### src/rtl/sem_pkg.sv
package sem_pkg;

  typedef enum logic [1:0] {
    OWN_NONE  = 2'd0,
    OWN_LEFT  = 2'd1,
    OWN_RIGHT = 2'd2
  } owner_e;

  // strobes from one port's control to the flag datapath
  typedef struct packed {
    logic wr;     // write to the addressed flag at this edge
    logic wrBit;  // value written (0 = request, 1 = release)
    logic cap;    // capture the addressed flag into the read register
    logic held;   // read register currently presented on the bus
  } portStrobe_t;

endpackage

### src/rtl/sem_port_ctrl.sv
module sem_port_ctrl
  import sem_pkg::*;
#(
  parameter int ADDR_W = 13,
  parameter int DATA_W = 9,
  parameter int IDX_W  = 3
) (
  input  logic              clk,
  input  logic              rstN,
  input  logic              semN,
  input  logic              oeN,
  input  logic              rwN,
  input  logic [ADDR_W-1:0] addr,
  input  logic [DATA_W-1:0] din,
  output portStrobe_t       stb,
  output logic [IDX_W-1:0]  idx
);

  logic holdQ;
  logic readActive;

  assign readActive = !semN && !oeN;
  assign idx        = addr[IDX_W-1:0];

  always_comb begin
    stb.wr    = !semN && !rwN;
    stb.wrBit = din[0];
    stb.cap   = readActive && !holdQ;
    stb.held  = holdQ;
  end

  always_ff @(posedge clk) begin
    if (!rstN) holdQ <= 1'b0;
    else       holdQ <= readActive;
  end

  // releasing select or output enable ends the held read at the next edge
  assert_hold_drop_R8: assert property (@(posedge clk) disable iff (!rstN)
    (semN || oeN) |=> !stb.held);

  // a capture always leads to a held read at the next edge
  assert_cap_holds_R8: assert property (@(posedge clk) disable iff (!rstN)
    stb.cap |=> stb.held);

endmodule

### src/rtl/sem_flag_bank.sv
module sem_flag_bank
  import sem_pkg::*;
#(
  parameter int NUM_FLAGS = 8,
  parameter int IDX_W     = 3,
  parameter int DATA_W    = 9
) (
  input  logic              clk,
  input  logic              rstN,
  input  portStrobe_t       lStb,
  input  logic [IDX_W-1:0]  lIdx,
  input  portStrobe_t       rStb,
  input  logic [IDX_W-1:0]  rIdx,
  output logic [DATA_W-1:0] lDout,
  output logic              lDrive,
  output logic [DATA_W-1:0] rDout,
  output logic              rDrive
);

  localparam int NPORT = 2;

  logic [NUM_FLAGS-1:0] wantLQ, wantRQ;
  owner_e               ownQ [NUM_FLAGS];
  logic [NUM_FLAGS-1:0] lView, rView;   // 1 = not owned by this side

  for (genvar g = 0; g < NUM_FLAGS; g++) begin : gFlag
    logic   hitL, hitR;
    logic   nextWantL, nextWantR;
    owner_e nextOwn;

    assign hitL      = lStb.wr && (lIdx == IDX_W'(g));
    assign hitR      = rStb.wr && (rIdx == IDX_W'(g));
    assign nextWantL = hitL ? !lStb.wrBit : wantLQ[g];
    assign nextWantR = hitR ? !rStb.wrBit : wantRQ[g];

    always_comb begin
      nextOwn = ownQ[g];
      unique case (ownQ[g])
        OWN_NONE: begin
          if (nextWantL)      nextOwn = OWN_LEFT;   // fixed left priority on ties
          else if (nextWantR) nextOwn = OWN_RIGHT;
        end
        OWN_LEFT:  if (!nextWantL) nextOwn = nextWantR ? OWN_RIGHT : OWN_NONE;
        OWN_RIGHT: if (!nextWantR) nextOwn = nextWantL ? OWN_LEFT  : OWN_NONE;
        default:   nextOwn = OWN_NONE;
      endcase
    end

    always_ff @(posedge clk) begin
      if (!rstN) begin
        wantLQ[g] <= 1'b0;
        wantRQ[g] <= 1'b0;
        ownQ[g]   <= OWN_NONE;
      end else begin
        wantLQ[g] <= nextWantL;
        wantRQ[g] <= nextWantR;
        ownQ[g]   <= nextOwn;
      end
    end

    assign lView[g] = (ownQ[g] != OWN_LEFT);
    assign rView[g] = (ownQ[g] != OWN_RIGHT);

    assert_claim_R4: assert property (@(posedge clk) disable iff (!rstN)
      (ownQ[g] == OWN_NONE && hitL && !lStb.wrBit) |=> ownQ[g] == OWN_LEFT);

    assert_lockout_R5: assert property (@(posedge clk) disable iff (!rstN)
      (ownQ[g] == OWN_LEFT && !hitL && hitR) |=> ownQ[g] == OWN_LEFT);

    assert_handoff_R6: assert property (@(posedge clk) disable iff (!rstN)
      (ownQ[g] == OWN_LEFT && hitL && lStb.wrBit && nextWantR) |=> ownQ[g] == OWN_RIGHT);

    assert_tie_left_R9: assert property (@(posedge clk) disable iff (!rstN)
      (ownQ[g] == OWN_NONE && hitL && !lStb.wrBit && hitR && !rStb.wrBit)
      |=> (ownQ[g] == OWN_LEFT && wantRQ[g]));

    assert_cancel_R10: assert property (@(posedge clk) disable iff (!rstN)
      (ownQ[g] == OWN_LEFT && wantRQ[g] && hitR && rStb.wrBit && !hitL)
      |=> (ownQ[g] == OWN_LEFT && !wantRQ[g]));
  end

  // read registers, one per port
  portStrobe_t          pStb  [NPORT];
  logic [IDX_W-1:0]     pIdx  [NPORT];
  logic [NUM_FLAGS-1:0] pView [NPORT];
  logic [DATA_W-1:0]    pDout [NPORT];

  assign pStb[0]  = lStb;
  assign pStb[1]  = rStb;
  assign pIdx[0]  = lIdx;
  assign pIdx[1]  = rIdx;
  assign pView[0] = lView;
  assign pView[1] = rView;

  for (genvar p = 0; p < NPORT; p++) begin : gRead
    logic bitQ;

    always_ff @(posedge clk) begin
      if (!rstN)            bitQ <= 1'b1;
      else if (pStb[p].cap) bitQ <= pView[p][pIdx[p]];
    end

    assign pDout[p] = pStb[p].held ? {DATA_W{bitQ}} : '0;

    assert_freeze_R8: assert property (@(posedge clk) disable iff (!rstN)
      pStb[p].held |=> (!pStb[p].held || $stable(bitQ)));
  end

  assign lDout  = pDout[0];
  assign rDout  = pDout[1];
  assign lDrive = lStb.held;
  assign rDrive = rStb.held;

endmodule

### src/rtl/sem_token_bank.sv
module sem_token_bank
  import sem_pkg::*;
#(
  parameter int NUM_FLAGS = 8,
  parameter int ADDR_W    = 13,
  parameter int DATA_W    = 9
) (
  input  logic              clk,
  input  logic              rstN,
  input  logic              lSemN,
  input  logic              lOeN,
  input  logic              lRwN,
  input  logic [ADDR_W-1:0] lAddr,
  input  logic [DATA_W-1:0] lDin,
  output logic [DATA_W-1:0] lDout,
  output logic              lDrive,
  input  logic              rSemN,
  input  logic              rOeN,
  input  logic              rRwN,
  input  logic [ADDR_W-1:0] rAddr,
  input  logic [DATA_W-1:0] rDin,
  output logic [DATA_W-1:0] rDout,
  output logic              rDrive
);

  localparam int IDX_W = (NUM_FLAGS > 1) ? $clog2(NUM_FLAGS) : 1;

  portStrobe_t      lStb, rStb;
  logic [IDX_W-1:0] lIdx, rIdx;

  sem_port_ctrl #(.ADDR_W(ADDR_W), .DATA_W(DATA_W), .IDX_W(IDX_W)) uCtrlL (
    .clk(clk), .rstN(rstN), .semN(lSemN), .oeN(lOeN), .rwN(lRwN),
    .addr(lAddr), .din(lDin), .stb(lStb), .idx(lIdx));

  sem_port_ctrl #(.ADDR_W(ADDR_W), .DATA_W(DATA_W), .IDX_W(IDX_W)) uCtrlR (
    .clk(clk), .rstN(rstN), .semN(rSemN), .oeN(rOeN), .rwN(rRwN),
    .addr(rAddr), .din(rDin), .stb(rStb), .idx(rIdx));

  sem_flag_bank #(.NUM_FLAGS(NUM_FLAGS), .IDX_W(IDX_W), .DATA_W(DATA_W)) uBank (
    .clk(clk), .rstN(rstN),
    .lStb(lStb), .lIdx(lIdx), .rStb(rStb), .rIdx(rIdx),
    .lDout(lDout), .lDrive(lDrive), .rDout(rDout), .rDrive(rDrive));

endmodule

### config.mk
export PLATFORM = sky130hd
export DESIGN_NAME = sem_token_bank
export DESIGN_NICKNAME = d
export VERILOG_FILES = /design/src/rtl/sem_pkg.sv /design/src/rtl/sem_port_ctrl.sv /design/src/rtl/sem_flag_bank.sv /design/src/rtl/sem_token_bank.sv
export SDC_FILE = /design/constraint.sdc
export NUM_CORES = 1
export LEC_CHECK = 0
export BUFFER_PORTS_ARGS = -buffer_cell sky130_fd_sc_hd__buf_2
export CORE_MARGIN = 1.5
export CORE_UTILIZATION = 49
export CTS_CLUSTER_SIZE = 14
export DETAILED_ROUTE_END_ITERATION = 6
export PLACE_DENSITY = 0.89
export SETUP_SLACK_MARGIN = 0.05
export SLEW_MARGIN = 20
export SYNTH_ARGS = -nofsm -noshare
export SYNTH_HDL_FRONTEND = slang
export SYNTH_HIERARCHICAL = 1
export SYNTH_SLANG_ARGS = --single-unit
### constraint.sdc
create_clock -name clk -period 1.8 [get_ports clk]
set_input_delay 0.36 -clock clk [delete_from_list [all_inputs] [get_ports clk]]
set_output_delay 0.36 -clock clk [all_outputs]
set_load 0.02 [all_outputs]
==> flow_summary.ini <==
[power]
ir_drop_mv = 0.436
p_total_mw = 1.61
p_leak_nw = 0.870
cellPowerDensity_nw_per_um2 = 771

[setup_path]
cp.arrival_ns = 1.10
crit_path_end_kind = output pin
worst-setup-path-type = flip-flop to output pin
cp_data_required_time_ns = 1.44
r2r_slack_ns = 0.49
crit_fanout = 9
startpoint_type = flip-flop

[clock_network]
cts_resized = 0
cts_buffer_depth = 2
ctsHoldBuffers = 0
tritoncts = done
cts_buffers = 5
cts.sinks = 36
clk_pin_slew_ns = 0.07
htreeDepth = 2
cts_setup_buffers = 0
clockRootBuffer = clkbuf_8
clock_latency_ns = 0.30

[timing]
clock_skew_ns = 0.00879
fmax_mhz = 687
finalSetupViolCount = 0
relSlewSlack = 0.722
period_share = 0.809
setup_slack_ns = 0.344
hold_violations = 0
worst_pin_slew_ns = 0.406
grt_setup_unrepaired = no
fin_crit_ns = 1.46
fin_setup_tns_ns = 0
slew_violations = 0

[routing]
drt_iter0_drc = 78
drt-wirelength-per-cell_um = 14.3
viasPerCell = 5.41
routed-via-count = 1478
drc = 0
drt_first_pass_iters = 5
routed_wl_um = 3900
ant_nets = 0

[layout]
fin_util = 0.526
n_antenna_cell = 0
final_cell_mix = dfxtp_1, buf_2, and2_1, inv_1, mux2i_1
drive_above_1_share = 0.251
nets = 275
syn2layout_area_growth_pct = 3.86
layout_commonest_cell = dfxtp_1
fin_cells = 273
n_fill_cell = 369

[floorplanning]
coreArea_um2 = 3970
die_h_um = 67.1
initial_core_util = 0.506
std_cell_rows = 23
dieArea_um2 = 4500
io_pins = 72
die_width_um = 67.1

[place]
hpwl_um = 2680
numPortBuffers = 35
dpl.cell_count = 266
place_congestion = 0.799
post-place-ws_ns = 0.187

[global_route]
grt_pass1_vias = 1381
grt_max_degree = 17
gr-usage-all-layers = 0.191
grt_pass1_wl_um = 6240
antenna_found_initial = 0
grt_overflow_total = 0

[synthesis]
synth_area_leaders = dfxtp_1, buf_4, mux2i_1
synth_area_leader_cell = dfxtp_1
synth_nets = 268
syn_area_um2 = 2010
ys_ff_latch = 36
ys_warn_count = 6
synth.avg_cell_area_um2 = 9.31
synth.yosys.seq_area_share = 0.358
synthCells = 216
ys_types = 34
synth_top_area_frac = 0.358

[status]
status = completed

[hold_path]
worstHoldPathType = primary input to flip-flop

[job]
maxCapViolations = 0
[power by group]
part | internal, mW | switching, mW
sequential | 0.809 | 0.00773
combinational | 0.0653 | 0.108
clock | 0.341 | 0.280
[through the flow]
step                hold WS, ns  instance area (um^2)
CTS                       0.250                  2090
finish                    0.252                  2090
global placement          0.519                  1990
floorplan                 0.429                  2010
global route              0.259                  2090
detailed placement        0.530                  1990
[final timing paths]
path	startpoint	end	depth (start not counted)
min	rOeN	uCtrlR/holdQ$_SDFF_PN0_	2
min reg2reg	uBank/ownQ[1][1]$_SDFFE_PN0P_	uBank/ownQ[1][0]$_SDFFE_PN0P_	2
max	uCtrlL/holdQ$_SDFF_PN0_	lDout[6]	2
max reg2reg	uBank/ownQ[0][5]$_SDFFE_PN0P_	uBank/gRead[1].bitQ$_SDFFE_PN1P_	4
[kinds of logic (layout without fill, tap and decap cells)]
logic type,Yosys count,in the layout,synth area share
buffers and inverters,61,68,0.182
AO/OA/AOI/OAI,23,23,0.0784
flip-flops,36,36,0.358
AND/OR/NAND/NOR,76,76,0.282
multiplexers,20,20,0.0996
[final cells by class]
type / instances / area [um^2] / share of cell area
multi-input cells: 119 / 925 / 0.443
inverters: 23 / 86.3 / 0.0413
flip-flops and latches: 36 / 721 / 0.345
repair buffers: 38 / 198 / 0.0947
clock buffers: 7 / 96.3 / 0.0461
well taps: 50 / 62.6 / 0.0300
[flip-flops by register name, indices dropped and copies added, names as in the netlist]
name              cells
uCtrlR/holdQ          1
uCtrlL/holdQ          1
uBank/ownQ           16
uBank/wantRQ          8
uBank/gRead.bitQ      2
uBank/wantLQ          8
[per-layer routing]
metal | wire [um] | vias to the layer above | GRT usage | part of all wire
met4 | 76 | 0 | 0.115 | 0.020
met1 | 1730 | 692 | 0.229 | 0.44
met3 | 249 | 9 | 0.0456 | 0.064
met2 | 1840 | 60 | 0.304 | 0.47
li1 | - | 717 | - | -
met5 | 0 | - | 0 | 0
[critical path, cell delays in order, from the launching register on]
cell and delay (ns):
dfxtp_1 0.35, and2_1 0.24, buf_2 0.20
[cells in the mapped netlist]
master and number:
dfxtp_1 36, nor3_2 2, and4bb_1 6, a311oi_1 2, buf_2 1, nor3_1 1
nand3_1 2, o21ai_0 8, nor3b_1 4, o311a_1 2, nand4b_1 6, and3_1 2
and2_4 1, nor3b_2 4, nor2_1 4, nand3b_1 2, and2_2 2, nand2_1 4
a31oi_1 2, buf_4 32, clkbuf_1 3, nor2b_1 3, and2_1 27, o32ai_1 2
nand2b_1 2, inv_1 23, buf_6 2, nor4b_2 2, a21oi_1 2, mux2i_1 20
a211oi_1 1, o21a_1 2, nand4_1 2, a2111oi_0 2
(Power assumes the default switching activity.)
